===== src/rtl/shreg_pkg.sv =====
package shreg_pkg;
  typedef enum logic [2:0] {
    OP_HOLD = 3'b000,
    OP_LOAD = 3'b001,
    OP_SHL  = 3'b010,
    OP_SHR  = 3'b011,
    OP_ROL  = 3'b100,
    OP_ROR  = 3'b101,
    OP_ASR  = 3'b110,
    OP_ASL  = 3'b111
  } shop_e;
endpackage


===== src/rtl/shreg_shifter.sv =====
// Next-value selector: one candidate per operation, chosen by the op code.
module shreg_shifter
  import shreg_pkg::*;
#(
  parameter int WIDTH = 8
) (
  input  logic [WIDTH-1:0] cur,
  input  logic [WIDTH-1:0] din,
  input  logic             sin,
  input  shop_e            op,
  output logic [WIDTH-1:0] nxt
);
  localparam int MSB = WIDTH - 1;

  always_comb begin
    unique case (op)
      OP_HOLD: nxt = cur;
      OP_LOAD: nxt = din;
      OP_SHL:  nxt = {cur[MSB-1:0], sin};
      OP_SHR:  nxt = {sin, cur[MSB:1]};
      OP_ROL:  nxt = {cur[MSB-1:0], cur[MSB]};
      OP_ROR:  nxt = {cur[0], cur[MSB:1]};
      OP_ASR:  nxt = {cur[MSB], cur[MSB:1]};
      OP_ASL:  nxt = {cur[MSB-1:0], 1'b0};
      default: nxt = cur;
    endcase
  end
endmodule


===== src/rtl/shreg_ovf.sv =====
// Sign-change detector for the arithmetic left shift.
module shreg_ovf
  import shreg_pkg::*;
(
  input  shop_e op,
  input  logic  sign_bit,
  input  logic  next_bit,
  output logic  ovf_nxt
);
  always_comb begin
    ovf_nxt = (op == OP_ASL) ? (sign_bit ^ next_bit) : 1'b0;
  end
endmodule


===== src/rtl/shift_uop_reg.sv =====
module shift_uop_reg
  import shreg_pkg::*;
#(
  parameter int WIDTH = 8
) (
  input  logic             clk,
  input  logic             rst,
  input  logic             en,
  input  logic [2:0]       op,
  input  logic [WIDTH-1:0] din,
  input  logic             sin,
  output logic [WIDTH-1:0] q,
  output logic             ovf
);
  localparam int MSB = WIDTH - 1;

  shop_e            op_sel;
  logic [WIDTH-1:0] q_nxt;
  logic             ovf_nxt;

  assign op_sel = shop_e'(op);

  shreg_shifter #(.WIDTH(WIDTH)) u_shift (
    .cur (q),
    .din (din),
    .sin (sin),
    .op  (op_sel),
    .nxt (q_nxt)
  );

  shreg_ovf u_ovf (
    .op       (op_sel),
    .sign_bit (q[MSB]),
    .next_bit (q[MSB-1]),
    .ovf_nxt  (ovf_nxt)
  );

  always_ff @(posedge clk) begin
    if (rst) begin
      q   <= '0;
      ovf <= 1'b0;
    end else if (en) begin
      q   <= q_nxt;
      ovf <= ovf_nxt;
    end
  end
endmodule


===== config.mk =====
export PLATFORM = sky130hd
export DESIGN_NAME = shift_uop_reg
export DESIGN_NICKNAME = d
export VERILOG_FILES = /design/src/rtl/shreg_pkg.sv /design/src/rtl/shreg_shifter.sv /design/src/rtl/shreg_ovf.sv /design/src/rtl/shift_uop_reg.sv
export SDC_FILE = /design/constraint.sdc
export NUM_CORES = 1
export LEC_CHECK = 0
export BUFFER_PORTS_ARGS = -buffer_cell sky130_fd_sc_hd__buf_2
export CORE_ASPECT_RATIO = 1.2
export CORE_MARGIN = 2
export CORE_UTILIZATION = 35
export DETAILED_ROUTE_END_ITERATION = 6
export PLACE_DENSITY_LB_ADDON = 0.1
export SLEW_MARGIN = 0
export SYNTH_ARGS = -nofsm -noshare
export SYNTH_HDL_FRONTEND = slang
export SYNTH_SLANG_ARGS = --single-unit

===== constraint.sdc =====
create_clock -name clk -period 1.68 [get_ports clk]
set_input_delay 0.336 -clock clk [delete_from_list [all_inputs] [get_ports clk]]
set_output_delay 0.336 -clock clk [all_outputs]
set_load 0.1 [all_outputs]

; After elaboration in Yosys (flattened, before gate mapping)
; Cells that the tools add are included.
[classes]
n_addsub = 0
mul = 0
div_mod_pow = 0
magnitude_cmp = 0
eq_ne = 7
n_shift = 0
mux = 2
n_bitwise = 3
reduce_logical = 3
[ops]
columns = cell, count
row1 = case mux 8 bit (7 select lines), 1
row2 = "== test 3 bit, second input constant", 4
row3 = "== test 3 x 2 -> 1 bit, second input constant", 2
row4 = "== test 3 x 1 -> 1 bit, second input constant", 1
row5 = zero test 3 bit, 1
row6 = AND reduction 3 bit, 1
row7 = inverter 1 bit, 2
row8 = AND reduction 2 bit, 1
row9 = 2-to-1 mux 1 bit, 1
row10 = XOR 1 bit, 1
[word_totals]
reg_bits = 9
latchBits = 0
ramBits = 0
mem_bits_ro = 0
in_bits = 15
output_inout_bits = 9
word_cells = 18
n_memories = 0

; Longest topological paths before layout
; Gate-level depths: netlist of the first run.
[logic_depth]
depth_word = 3
depth_mapped = 6
ltp_nobuf = 4

; Hierarchy
; From an unflattened synthesis of the first run, not the netlist that was laid out.
[hier_totals]
cells_unflattened = 87
area_unflattened_um2 = 799.5
[by_module_without_submodules]
columns = module, instances, cells_per_inst, area_each_um2, seq_area_each_um2
row1 = shreg_shifter, 1, 55, 462.9, 0.0
row2 = shift_uop_reg, 1, 29, 319.1, 180.2
row3 = shreg_ovf, 1, 3, 17.5, 0.0

; Worst setup path after synthesis of the first run
; No wires, ideal clock.
[synth_timing]
path_kind = register -> register
from = register q[1]
to = register q[0]
setup_ns = 0.096
t_arrival_ns = 1.632
required_time_ns = 1.584
slack_ns = -0.047
stages_incl_launch_ff = 4
path_buffers = 0
path_cell_list = dfxtp_1 inv_1 o221a_2 o41ai_2
[synth_between]
elab_chain_cells = 1
[synth_lines]
columns = item, line_no
row1 = start: declaration, shift_uop_reg.sv:12  ; output logic [WIDTH-1:0] q,
row2 = start signal: assignment, shift_uop_reg.sv:43  ; q <= q_nxt;
row3 = case mux 8 bit (7 select lines), shreg_shifter.sv:16  ; unique case (op)
; No other way between the ends.
; A chain may end at the register's enable or synchronous reset.

; Worst setup path in the final report of the first run
[layout_timing]
from = register q[6]
to = output q[6]
; No word-level cell between the ends.

==> results of run 1 <==
[power by group through the flow]
| stage | Clock, mW | Sequential (mW) | Combinational (mW) |
|---|---|---|---|
| after detailed placement | 0 | 0.250 | 0.244 |
| after global routing | 0.185 | 0.247 | 0.259 |
| after floorplan | 0 | 0.325 | 0.131 |
| final | 0.172 | 0.245 | 0.244 |
| after CTS | 0.181 | 0.245 | 0.245 |
| after global placement | 0 | 0.251 | 0.245 |
[flip-flops by register name, indices dropped and copies added, names as in the netlist]
register / count
ovf: 1
q: 8
[cells in the final DEF, fill, tap and decap left out, types with 2 or more instances in the layout]
master    instances
o41ai_2           2
xor2_1            2
nor2b_1           6
buf_2            23
a221oi_1          7
clkbuf_4          3
nor3_1            5
o21ai_1           7
dfxtp_2           2
nor2_1           10
o21ai_0           2
dfxtp_1           7
inv_1             3
[cells in the mapped netlist]
cell,count,area (µm²)
nand2_2,1,6.26
xnor2_1,1,8.76
nand3_1,1,5.00
dfxtp_1,9,180
nor2b_1,6,37.5
a221oi_1,7,61.3
o41ai_2,2,32.5
nand2b_1,1,6.26
a21boi_0,1,7.51
or3_1,1,6.26
o221a_2,1,11.3
xnor2_2,1,16.3
buf_2,1,5.00
o21a_4,1,15.0
nor3_1,5,25.0
buf_6,3,33.8
nand3b_1,1,7.51
o21ai_2,1,8.76
mux2i_1,1,10.0
nor2_1,10,37.5
clkbuf_1,2,7.51
mux2i_2,1,13.8
xor2_1,2,17.5
inv_1,3,11.3
o21ai_0,2,10.0
o21ai_1,7,35.0
a211oi_1,1,7.51
or2_4,1,8.76
buf_4,2,15.0
[logic make-up after synthesis]
| logic type | Yosys count | share of synthesized area (%) |
|---|---|---|
| compound gates | 23 | 29.2 |
| xor+xnor | 4 | 6.57 |
| buf+inv | 11 | 11.2 |
| flops | 9 | 27.8 |
| mux | 2 | 3.67 |
| simple gates | 27 | 21.6 |
[worst paths after layout]
path / start / to / slack (ns) / cells after the start
worst min-delay path: din[7] / q[7] / 0.39 / 3
worst max-delay path: q[6] / q[6] / 0.16 / 1
worst max register to register: q[7] / q[0] / 0.51 / 3
worst min register to register: ovf / ovf / 0.49 / 2
[routing by layer]
layer | routed length, µm | global-route usage, % | vias up | share of wire (%)
met3 | 54 | 1.06 | 4 | 3.4
met5 | 0 | 0 | - | 0
li1 | - | - | 314 | -
met2 | 736 | 23.4 | 19 | 47
met4 | 35 | 10.6 | 0 | 2.2
met1 | 742 | 18.8 | 282 | 47
[layout make-up]
type	count	area share, %
Clock buffer	4	3.48
Timing Repair Buffer	23	15.3
Multi-Input combinational cell	56	52.4
Sequential cell	9	24.2
Tap cell	19	3.15
Inverter	3	1.49
==> metrics.md, run 1 <==
| Metric | Value |
|---|---|
| Top achievable clock speed | 660 MHz |
| Layout Nets | 111 |
| Post-Syn Instances | 76 |
| First-pass GRT wire length | about 2.4 mm |
| Clock power share | 26.0% |
| Worst EP arrival | 1.18 ns |
| First DRT Iteration DRCs | 18 |
| Post-Route WL | 1.57 mm |
| Crit-path cells | buf_2 |
| Antenna Cells | 0 |
| Clock root cell | clkbuf_4 |
| Sw Share | 41.4% |
| Setup Crit Path Kind | flip-flop to output port |
| Initial antenna violation count | 0 |
| Max Cap Viol | 0 |
| Total power | 0.661 mW |
| Final hold viol count | 0 |
| Synth Register Bits | 9 |
| Switching pwr | about 0.27 mW |
| Relative slew margins | approximately two thirds |
| Clock latency on the worst-skew pair | ~0.26 ns |
| Post-CTS Hold Fix Bufs | 0 |
| PwrDens | 876 nW/µm² |
| Flop pwr share | roughly 37% |
| DIE WIDTH | approximately 43 µm |
| CTS sink count | 9 |
| Lkg Pwr | 0.330 nW |
| Starting Density | 36.3% |
| Area grow syn2layout | 16.4% |
| Hold_ws | between 0.3 and 0.4 ns |
| # IOs | 24 |
| TritonCTS clock tree | yes |
| TNS Setup | 0 ns |
| Internal Pwr Total | a little under 0.4 mW |
| Multi-input combinational cell area | 395 µm² |
| Total number of yosys warnings | 0 |
| Largest net degree at the start of global routing | 16 |
| Setup-failing EPs final | 0 |
| RSZ-0062 raised after global routing | no |
| Vias | 619 |
| Layout cell share with drive strength beyond 1 | between 30% and 40% |
| Critical path buffers and inverters | 1 |
| Tcrit/Tclk final | 90.2% |
| Pre-antenna DRT Iters | 4 |
| Hold Path Class | primary input to flip-flop |
| CP startpoint kind | flip-flop |
| GRT Total Usage | 14.9% |
| Syn Nets | between 90 and 100 |
| Post-synthesis cell type count | 29 |
| Crit path max-delay family | buffers and inverters |
| Worst-path maximum fanout | 5 |
| DP Wirelength | 1.12 mm |
| Placed cell areas | 728 µm² |
| Register area | approximately 180 µm² |
| Worst EP required | between 1 and 1.5 ns |
| Final instance area | 754 µm² |
| Clock slew at reported path FFs | 0.06 ns |
| Setup Skew | 0.00107 ns |
| Logic pwr share | 36.9% |
| Setup Fix Bufs, Post-CTS | 0 |
| DRC errors left | 0 |
| Filler cell count | 197 |
| Num rows | 17 |
| Maximum vdd ir drop | 0.000288 V |
| Synthesized area per cell | 8.53 µm² |
| Detail Route Antenna Nets | 0 |
| Cells after DPL | 110 |
| Buffers added on ports | 23 |
| Vias in the first global route | around 530 |
| Final WS setup | 0.165 ns |
| Core area | around 1800 µm² |
| Die area | 2210 µm² |
| Number of CTS-inserted buffers | 3 |
| Tightest Pin Transition | 0.483 ns |
| CTS Buffer Depth | 2 |
| Post-Synthesis Cell Area | 648 µm² |
| Via/cell ratio | between 5 and 6 |
| Wire length per cell | between 10 and 15 µm |
| Fin crit period | roughly 1.5 ns |
| CP peak stage delay | 0.47 ns |
| Post-synthesis sequential area ratio | approximately 28% |
| H-tree depth | 1 |
| Chip height | slightly above 50 µm |
| GRT overflow | 0 |
| Placer congestion estimate | between 0.8 and 0.9 |
| Max Slew Vio Count | 0 |
| Final Util | 42.2% |
| DP Worst Slack | 0.153 ns |
| Cts repair resizes | 0 |
| CP max-delay cell | buf_2 |
| Final Non-Filler Cells | 114 |
| Nature of the critical path endpoint | output port |
| Status | complete, no violations |
Power figures use the tool's default switching activity.
==> inputs of run 2 (changes only) <==
Settings changed: CORE_ASPECT_RATIO 1.2 to unset, CORE_UTILIZATION 35 to 47, PLACE_DENSITY set to 0.77, PLACE_DENSITY_LB_ADDON 0.1 to unset, RECOVER_POWER set to 25.
==> metrics.md, run 2 (synthesized netlist as in run 1, its figures left out) <==
| Metric | Value |
|---|---|
| Status | complete, no violations |
| Final Util | 57.8% (+16 points) |
| GRT overflow | 0 (unchanged) |
| Setup Skew | 0.00524 ns (+0.00417 ns) |
| PwrDens | 882 nW/µm² (+0.63%) |
| Final hold viol count | 0 (unchanged) |
| Num rows | 13 (-4) |
| TNS Setup | 0 ns (unchanged) |
| Largest net degree at the start of global routing | 16 (unchanged) |
| Placer congestion estimate | 0.880 (+5.0%) |
| Most common cell after layout, fill and taps aside | buf_2 |
| Area grow syn2layout | 16.0% |
| Max Slew Vio Count | 0 (unchanged) |
| Starting Density | 49.8% (+14 points) |
| Most frequent cells in the layout | 23 x buf_2, 10 x nor2_1, 8 x dfxtp_1 |
| Post-CTS Hold Fix Bufs | 0 (unchanged) |
| Antenna Cells | 0 (unchanged) |
| Pre-antenna DRT Iters | 4 (unchanged) |
| # IOs | 24 (unchanged) |
| First-pass GRT wire length | 2.37 mm (-2.8%) |
| CP peak stage delay | 0.47 ns (about the same) |
| Nature of the critical path endpoint | output port |
| Post-Route WL | 1.53 mm (-2.4%) |
| Maximum vdd ir drop | 0.000537 V (+87%) |
| Worst EP arrival | 1.16 ns (-0.02 ns) |
| Die area | 1690 µm² (-24%) |
| Layout cell share with drive strength beyond 1 | 37.5% (-1.4 points) |
| Fin crit period | 1.49 ns (-0.0212 ns) |
| Tightest Pin Transition | 0.529 ns (+0.0458 ns) |
| Max reg flops | 8 (unchanged) |
| H-tree depth | 1 (unchanged) |
| Initial antenna violation count | 0 (unchanged) |
| DIE WIDTH | 41.1 µm (-5.0%) |
| Cts repair resizes | 0 (unchanged) |
| Chip height | 41.1 µm (-20%) |
| Lkg Pwr | 0.335 nW (+1.6%) |
| Clock latency on the worst-skew pair | 0.26 ns (about the same) |
| Layout Nets | 112 (+0.90%) |
| TritonCTS clock tree | yes |
| CTS Buffer Depth | 2 (unchanged) |
| CTS sink count | 9 (unchanged) |
| Number of CTS-inserted buffers | 3 (unchanged) |
| Setup-failing EPs final | 0 (unchanged) |
| Max Cap Viol | 0 (unchanged) |
| Crit-path cells | buf_2 |
| Worst-path maximum fanout | 5 (unchanged) |
| Relative slew margins | 63.7% (-4.3 points) |
| DRC errors left | 0 (unchanged) |
| Core area | 1300 µm² (-27%) |
| Largest register by flop count | q |
| Crit path max-delay family | buffers and inverters |
| Critical path buffers and inverters | 1 (unchanged) |
| Vias in the first global route | 561 (+5.5%) |
| Via/cell ratio | 5.72 (+5.4%) |
| Setup Fix Bufs, Post-CTS | 0 (unchanged) |
| Tcrit/Tclk final | 88.9% (-1.3 points) |
| Detail Route Antenna Nets | 0 (unchanged) |
| Top achievable clock speed | 669 MHz (+1.4%) |
| Worst EP required | 1.34 ns (about the same) |
| CP max-delay cell | buf_2 |
| Clock slew at reported path FFs | 0.07 ns (about the same) |
| Buffers added on ports | 23 (unchanged) |
| CP startpoint kind | flip-flop |
| First DRT Iteration DRCs | 40 (+22) |
| GRT Total Usage | 21.4% (+6.5 points) |
| Setup Crit Path Kind | flip-flop to output port |
| Placed cell areas | 731 µm² (+0.34%) |
| Vias | 635 (+2.6%) |
| Largest regs | q (8), ovf (1) |
| DP Wirelength | 1.05 mm (-5.6%) |
| Clock root cell | clkbuf_4 |
| Hold Path Class | primary input to flip-flop |
| Final instance area | 752 µm² (-0.33%) |
| Wire length per cell | 13.8 µm (+0.21%) |
| RSZ-0062 raised after global routing | no |
-- run 2: cell count changes in the layout (fill, tap and decap cells not counted) --
cell	previous run	this run
mux2i_2	1	0
dfxtp_2	2	1
mux2i_1	1	2
dfxtp_1	7	8
buf_4	0	1
-- run 2: routing by layer --
metal / track usage [%] / wire length (µm)
met5: 0 / 0
met4: 8.06 / 27
met3: 3.80 / 115
met2: 36.7 / 713
met1: 26.1 / 673
-- run 2: metrics by stage --
stage | setup slack, ns | power [mW] | cells | hold WS (ns)
after floorplan | 0.245 | 0.456 | 76 | 0.516
after global placement | 0.242 | 0.491 | 107 | 0.474
after detailed placement | 0.201 | 0.494 | 107 | 0.478
after CTS | 0.209 | 0.661 | 111 | 0.394
after global routing | 0.164 | 0.687 | 111 | 0.416
final | 0.186 | 0.663 | 111 | 0.387
-- run 2: power breakdown --
part           switching [mW]  leakage [nW]  internal, mW
combinational           0.178         0.246        0.0673
sequential             0.0157        0.0744         0.228
clock                  0.0820        0.0150        0.0917
-- run 2: layout make-up --
cell class / count / area, µm²
inverters: 3 / 11.3
repair buffers: 24 / 123
multi-input cells: 56 / 392
clock buffers: 4 / 26.3
well taps: 15 / 18.8
flip-flops and latches: 9 / 181
fillers: 130 / 549
-- run 2: worst paths after layout --
check | from | endpoint | slack (ns) | cells after the start
hold / removal | din[0] | q[0] | 0.39 | 3
setup / recovery | q[6] | q[6] | 0.19 | 1
setup reg to reg | q[0] | q[7] | 0.51 | 4
hold reg to reg | q[1] | q[1] | 0.49 | 2
